==> config.mk <==
export PLATFORM = sky130hd
export DESIGN_NAME = reset_supervisor
export DESIGN_NICKNAME = d
export VERILOG_FILES = /design/src/rtl/rsup_pkg.sv /design/src/rtl/rsup_sync2.sv /design/src/rtl/rsup_timer.sv /design/src/rtl/rsup_press_detect.sv /design/src/rtl/reset_supervisor.sv
export SDC_FILE = /design/constraint.sdc
export NUM_CORES = 1
export LEC_CHECK = 0
export BUFFER_PORTS_ARGS = -buffer_cell sky130_fd_sc_hd__buf_4
export CAP_MARGIN = 25
export CORE_MARGIN = 2
export CORE_UTILIZATION = 50
export DETAILED_ROUTE_END_ITERATION = 10
export PLACE_DENSITY = 0.7
export SYNTH_ARGS = -nofsm -noshare
export SYNTH_HDL_FRONTEND = slang
export SYNTH_SLANG_ARGS = --single-unit
export TNS_END_PERCENT = 100
==> constraint.sdc <==
create_clock -name clk -period 1.7 [get_ports clk]
set_input_delay 0.085 -clock clk [delete_from_list [all_inputs] [get_ports clk]]
set_output_delay 0.085 -clock clk [all_outputs]
set_load 0.02 [all_outputs]
==> src/rtl/rsup_pkg.sv <==
package rsup_pkg;
  typedef enum logic [2:0] {
    ST_PFAIL    = 3'd0,
    ST_HOLD     = 3'd1,
    ST_IDLE     = 3'd2,
    ST_DEBOUNCE = 3'd3,
    ST_WAIT_REL = 3'd4,
    ST_PULSE    = 3'd5
  } rsup_state_e;
endpackage

==> src/rtl/rsup_sync2.sv <==
module rsup_sync2 #(
  parameter bit RESET_VAL = 1'b0
) (
  input  logic clk,
  input  logic rst_n,
  input  logic d_i,
  output logic q_o
);
  logic s1, s2;
  always_ff @(posedge clk or negedge rst_n) begin
    if (!rst_n) begin
      s1 <= RESET_VAL;
      s2 <= RESET_VAL;
    end else begin
      s1 <= d_i;
      s2 <= s1;
    end
  end
  assign q_o = s2;
endmodule

==> src/rtl/rsup_timer.sv <==
module rsup_timer #(
  parameter int W = 8
) (
  input  logic         clk,
  input  logic         rst_n,
  input  logic         load_i,
  input  logic [W-1:0] value_i,
  output logic         zero_o
);
  logic [W-1:0] cnt;
  always_ff @(posedge clk or negedge rst_n) begin
    if (!rst_n)            cnt <= '0;
    else if (load_i)       cnt <= value_i;
    else if (cnt != '0)    cnt <= cnt - 1'b1;
  end
  assign zero_o = (cnt == '0);
endmodule

==> src/rtl/rsup_press_detect.sv <==
module rsup_press_detect (
  input  logic clk,
  input  logic rst_n,
  input  logic idle_i,
  input  logic pin_s_i,
  output logic press_o
);
  // Arms only once the pad is seen high while idle, so self-driven lows are masked.
  logic armed;
  always_ff @(posedge clk or negedge rst_n) begin
    if (!rst_n) armed <= 1'b0;
    else        armed <= idle_i & pin_s_i;
  end
  assign press_o = armed & idle_i & ~pin_s_i;
endmodule

==> src/rtl/reset_supervisor.sv <==
module reset_supervisor #(
  parameter int HOLD_CYC      = 24,
  parameter int DEBOUNCE_CYC  = 10,
  parameter int OSC_START_CYC = 16
) (
  input  logic clk,
  input  logic rst_n,
  input  logic pwr_fail_i,
  input  logic wdog_req_i,
  input  logic osc_off_i,
  input  logic pin_in_i,
  output logic pin_pull_o,
  output logic access_block_o
);
  import rsup_pkg::*;

  localparam int LONGEST = HOLD_CYC + OSC_START_CYC + DEBOUNCE_CYC;
  localparam int CW      = $clog2(LONGEST + 1);
  localparam logic [CW-1:0] LD_HOLD = CW'(HOLD_CYC - 1);
  localparam logic [CW-1:0] LD_SLOW = CW'(HOLD_CYC + OSC_START_CYC - 1);
  localparam logic [CW-1:0] LD_DEB  = CW'(DEBOUNCE_CYC - 1);

  rsup_state_e state, nxt;
  logic          pin_s, press, tmr_zero, tmr_load;
  logic [CW-1:0] tmr_val;

  rsup_sync2 #(.RESET_VAL(1'b0)) u_sync (
    .clk(clk), .rst_n(rst_n), .d_i(pin_in_i), .q_o(pin_s)
  );

  rsup_press_detect u_press (
    .clk(clk), .rst_n(rst_n), .idle_i(state == ST_IDLE),
    .pin_s_i(pin_s), .press_o(press)
  );

  rsup_timer #(.W(CW)) u_tmr (
    .clk(clk), .rst_n(rst_n), .load_i(tmr_load),
    .value_i(tmr_val), .zero_o(tmr_zero)
  );

  always_comb begin
    nxt      = state;
    tmr_load = 1'b0;
    tmr_val  = '0;
    unique case (state)
      ST_PFAIL: if (!pwr_fail_i) begin
        nxt      = ST_HOLD;
        tmr_load = 1'b1;
        tmr_val  = osc_off_i ? LD_SLOW : LD_HOLD;
      end
      ST_HOLD:     if (tmr_zero) nxt = ST_IDLE;
      ST_IDLE: begin
        if (wdog_req_i) begin
          nxt      = ST_PULSE;
          tmr_load = 1'b1;
          tmr_val  = LD_HOLD;
        end else if (press) begin
          nxt      = ST_DEBOUNCE;
          tmr_load = 1'b1;
          tmr_val  = LD_DEB;
        end
      end
      ST_DEBOUNCE: if (tmr_zero) nxt = ST_WAIT_REL;
      ST_WAIT_REL: if (pin_s) begin
        nxt      = ST_PULSE;
        tmr_load = 1'b1;
        tmr_val  = LD_HOLD;
      end
      ST_PULSE:    if (tmr_zero) nxt = ST_IDLE;
      default:     nxt = ST_PFAIL;
    endcase
    if (pwr_fail_i) nxt = ST_PFAIL;
  end

  always_ff @(posedge clk or negedge rst_n) begin
    if (!rst_n) state <= ST_PFAIL;
    else        state <= nxt;
  end

  assign pin_pull_o = (state == ST_PFAIL) || (state == ST_HOLD) ||
                      (state == ST_DEBOUNCE) || (state == ST_PULSE);
  assign access_block_o = (state != ST_IDLE) || !pin_s;

  AST_PFAIL_PULLS: assert property (@(posedge clk) disable iff (!rst_n)
    pwr_fail_i |=> (pin_pull_o && access_block_o));
  AST_HOLD_KEEPS: assert property (@(posedge clk) disable iff (!rst_n)
    (state == ST_HOLD && !tmr_zero && !pwr_fail_i) |=> (state == ST_HOLD && pin_pull_o));
  AST_SLOW_BOOT: assert property (@(posedge clk) disable iff (!rst_n)
    (state == ST_PFAIL && !pwr_fail_i && osc_off_i) |=> (state == ST_HOLD && !tmr_zero));
  AST_DEB_RELEASES: assert property (@(posedge clk) disable iff (!rst_n)
    (state == ST_DEBOUNCE && tmr_zero && !pwr_fail_i) |=> !pin_pull_o);
  AST_RELEASE_PULSE: assert property (@(posedge clk) disable iff (!rst_n)
    (state == ST_WAIT_REL && pin_s && !pwr_fail_i) |=> pin_pull_o);
  AST_WDOG_PULSE: assert property (@(posedge clk) disable iff (!rst_n)
    (state == ST_IDLE && wdog_req_i && !pwr_fail_i) |=> (state == ST_PULSE));
  AST_PULL_BLOCKS: assert property (@(posedge clk) disable iff (!rst_n)
    pin_pull_o |-> access_block_o);
endmodule

Word-level counts from Yosys, hierarchy flattened
Cells that the tools add are included.
Widths: inputs -> output; s select.

storage, ports and cells
  register bits = 12

operators by class
  add/subtract/negate cells = 1
  equal/unequal tests = 10
  muxes and demuxes = 20
  bitwise operators = 4
  reduce and logical (&&, ||, !) cells = 11

operators with widths
  operator             number
  $mux 6               4
  $mux 3               6
  $pmux 6 s3           1
  $pmux 3 s5           1
  $mux 5               2
  $eq 3x2->1 const B   2
  $eq 3x3->1 const B   2
  $logic_not 6->1      1
  $ne 3x2->1 const B   2
  $reduce_bool 6->1    1
  $sub 6x1->6 const B  1
  $logic_or 1x1->1     4
  $mux 1               4
  $mux 4               1
  $ne 4x4->1 const B   1
  $reduce_and 4->1     1
  $and 1x1->1          3
  $eq 3x1->1 const B   1
  $logic_not 3->1      1
  $ne 3x1->1 const B   1
  $ne 3x3->1 const B   1
  $pmux 1 s3           1
  $reduce_bool 2->1    1
  $reduce_or 2->1      1
  other kinds (2)      2

Depth between registers and ports, before layout
  depth after elaboration = 7
  depth in mapped cells = 6

Hierarchy
A second synthesis with hierarchy kept.

unflattened totals
  cell total of the unflattened synthesis = 84
  area, all modules = 812.0 um^2

by module, submodules not included
  module             instances  cells each  area each (um^2)  seq. area each (um^2)
  rsup_timer         1          40          400.4             150.1
  reset_supervisor   1          39          320.3             75.1
  rsup_sync2         1          2           50.0              50.0
  rsup_press_detect  1          3           41.3              25.0

Least setup slack after synthesis
OpenSTA, ideal clock, no wires.

  kind = flip-flop to flip-flop
  from = reg u_tmr.cnt[0]
  to = reg u_tmr.cnt[3]
  setup time = 0.123 ns
  arrival = 1.463 ns
  required time = 1.577 ns
  path slack = 0.114 ns
  cell stages (with the launch flop) = 6
  buffers on the path = 0
  period minus slack after synthesis = 1.586 ns
  cell sequence = dfrtp_1 > inv_1 > ha_1 > nand2b_4 > or4_4 > o221a_2

between the ends
  cells in the longest elaborated chain, start to end = 3
  elaborated cells on any way between the ends = 5
  classes of those cells = add/sub: 1; mux: 2; reduce/logical: 2

RTL lines
  item                    RTL line          text
  from (decl)             rsup_timer.sv:10  logic [W-1:0] cnt;
  from (signal assigned)  rsup_timer.sv:13  else if (load_i) cnt <= value_i;
  from (signal assigned)  rsup_timer.sv:14  else if (cnt != '0) cnt <= cnt - 1'b1;
  $sub 6x1->6             rsup_timer.sv:14
  $mux 6                  rsup_timer.sv:14
  $mux 6                  rsup_timer.sv:13

Several ways; a longest one is shown, not always the timed one. The select of a mux whose other input is x is not followed.
A chain may end at the register's enable or synchronous reset.

Worst setup path in the final report
Same ends and word-level chain as after synthesis.

==> qor.csv <==
metric;value;unit
synth_seq_cells;12;
slew_violations;0;
area_growth;20.17;%
syn_area;725.7;um^2
hold_viol;0;
ios;8;
clkLatencyLatePin;0.27;ns
syn_avg_cell_area;9.807;um^2
setup.worst_path.class;reg -> reg;
yosys_most_used_dff;dfrtp_1;
antenna_found_initial;0;
dp.final_hpwl;1112;um
critPathLaunchType;register;
period_share;0.9625;
r2r_slack;0.06;ns
status;finished clean;
syn_nets;81;
wire_per_inst;14.38;um
endpoint;u_tmr.cnt[3];
min_path_type;in -> reg;
reg2reg_to;u_tmr.cnt[3];
path_max_fanout;4;
async_flop_share;1.000;
hp-start;pwr_fail_i;
p_leak;0.3971;nW
yosysWarningCount;0;
drc;0;
cts_inserted_buffers;3;
place_area;795.8;um^2
track_usage;0.1832;
max_slew_margin;0.7277;
clock_path_buffers;2;
num_vias;578;
grt.met2_usage;0.3125;
dieWidth;42.10;um
antenna_left;0;
layout_min_cycle_time;1.636;ns
crit_start;u_tmr.cnt[0];
cts_tree;done;
clock-root-buffer;clkbuf_4;
worst_slew_pin_slew;0.4084;ns
rows;13;
setup_viol_count_final;0;
htreeDepth;1;
yosys.cell_types.count;37;
overflow;0;
rr_worst_depth;5;
regArea;300.3;um^2
powerDensity;993.3;nW/um^2
post_cts_buffers;0;
drive_gt1_frac;0.2558;
grtUsageMet3;0.05172;
clock.fmax;0.6111;GHz
ir_drop;0.5498;mV
cts.sinks;12;
endpoint_kind;register;
grt_first_pass_wirelength;2442;um
drt_iter0_markers;13;
fp.dieH;42.10;um
antenna_cells;0;
synth_cells;74;
finalWorstSetupSlack;0.06370;ns
drtPass1Iterations;4;
drt_wl_total;1452;um
synth_edf_count;0;
port_buffers;7;
multiInputGateArea;421.7;um^2
clk_pin_slew;0.07;ns
place.gp.congestion;0.7658;
grt_use_met1;0.2158;
cap_violations;0;
grt_pass1_vias;587;
tns;0;ns
die-area;1772;um^2
final_nets;94;
pre_cts_ws;0.01820;ns
grt_busiest_layer;met2;
finalClockSkew;0.001626;ns
worstPathArrival;1.80;ns
grt_max_degree;14;
ys_seq_area_frac;0.4138;
critPathRequiredTime;1.86;ns
via_per_inst;5.723;
rsz0062_at_grt;false;
core;1334;um^2
start_util;0.5441;
r2r-start;u_tmr.cnt[0];
design_area;872.1;um^2
fillerInstances;99;
-- layout by cell type, fill, tap and decap left out, types with 2 or more instances in the layout --
master,count
dfrtp_1,12
inv_1,4
o32ai_1,2
dlygate4sd3_1,2
o21ai_0,3
nand2_1,8
clkbuf_4,3
a21o_1,3
nand2b_1,4
buf_4,8
xnor2_1,3
nor2_1,7
-- power breakdown --
group | internal, mW | leakage (nW) | switching (mW)
Clock | 0.130 | 0.0210 | 0.0949
Combinational | 0.132 | 0.230 | 0.107
Sequential | 0.336 | 0.146 | 0.0655
-- cell usage after synthesis, types with 2 or more instances --
library cell | count | share of area
dfrtp_1 | 12 | 0.41
nand2_1 | 8 | 0.041
nor2_1 | 7 | 0.036
inv_1 | 4 | 0.021
nand2b_1 | 4 | 0.034
a21o_1 | 3 | 0.031
o21ai_0 | 3 | 0.021
xnor2_1 | 3 | 0.036
o32ai_1 | 2 | 0.024
-- kinds of logic (layout without fill, tap and decap cells) --
| logic type | count (synthesis) | after routing | synth area share |
|---|---|---|---|
| XOR/XNOR | 4 | 4 | 0.04828 |
| adder cells (fa/ha/maj) | 1 | 1 | 0.01724 |
| multiplexers | 2 | 2 | 0.02931 |
| AND/OR/NAND/NOR | 32 | 32 | 0.2811 |
| buffers and inverters | 6 | 18 | 0.03274 |
| flip-flops | 12 | 12 | 0.4138 |
| AO/OA/AOI/OAI | 17 | 17 | 0.1776 |
-- how the worst min path moves through the flow --
stage / end / slack [ns] / cells after the start
floorplan: state[0] / -0.21 / 0
global placement: u_sync.q_o / -0.07 / 1
detailed placement: u_sync.q_o / -0.07 / 1
CTS: state[0] / 0.005 / 2
global route: state[0] / 0.009 / 2
finish: state[0] / 0.01 / 2
-- metrics by stage --
stage                     cells  total power [mW]  hold WS, ns    util
final                       101            0.8663      0.01480  0.6538
after CTS                   101            0.8553     0.005387  0.6388
after detailed placement     95            0.6229     -0.06941  0.5966
after global routing        101            0.9219     0.009048  0.6538
after floorplan              74            0.5613      -0.2106       -
after global placement       95            0.6107     -0.07015  0.5966
-- flip-flops by register name (all words and copies together) (netlist names) --
register       flops
state              3
u_sync.s1          1
u_tmr.cnt          6
u_press.armed      1
u_sync.q_o         1
-- timing repair --
action	CTS	global route
hold buffers	2	0
gates resized for setup	0	3
hold endpoints to repair	13	0
endpoints found under the setup margin	0	5
-- area by class of cell --
cell class / instances / share of cell area
clock buffer: 4 / 0.04161
inverter: 4 / 0.01722
multi-input combinational: 56 / 0.4835
sequential: 12 / 0.3443
tap: 15 / 0.02152
timing repair buffer: 10 / 0.09182
-- per-layer routing --
layer | part of all wire | up-vias
li1 | - | 290
met1 | 0.44 | 271
met2 | 0.50 | 13
met3 | 0.032 | 4
met4 | 0.024 | 0
met5 | 0 | -
-- critical path: stages, from the launching register on --
cell and delay [ns]:
dfrtp_1 0.38, inv_1 0.13, ha_4 0.18, nand2b_4 0.07, or4_4 0.47, o221a_2 0.30
Note: power is estimated with default switching activity, not from simulation.
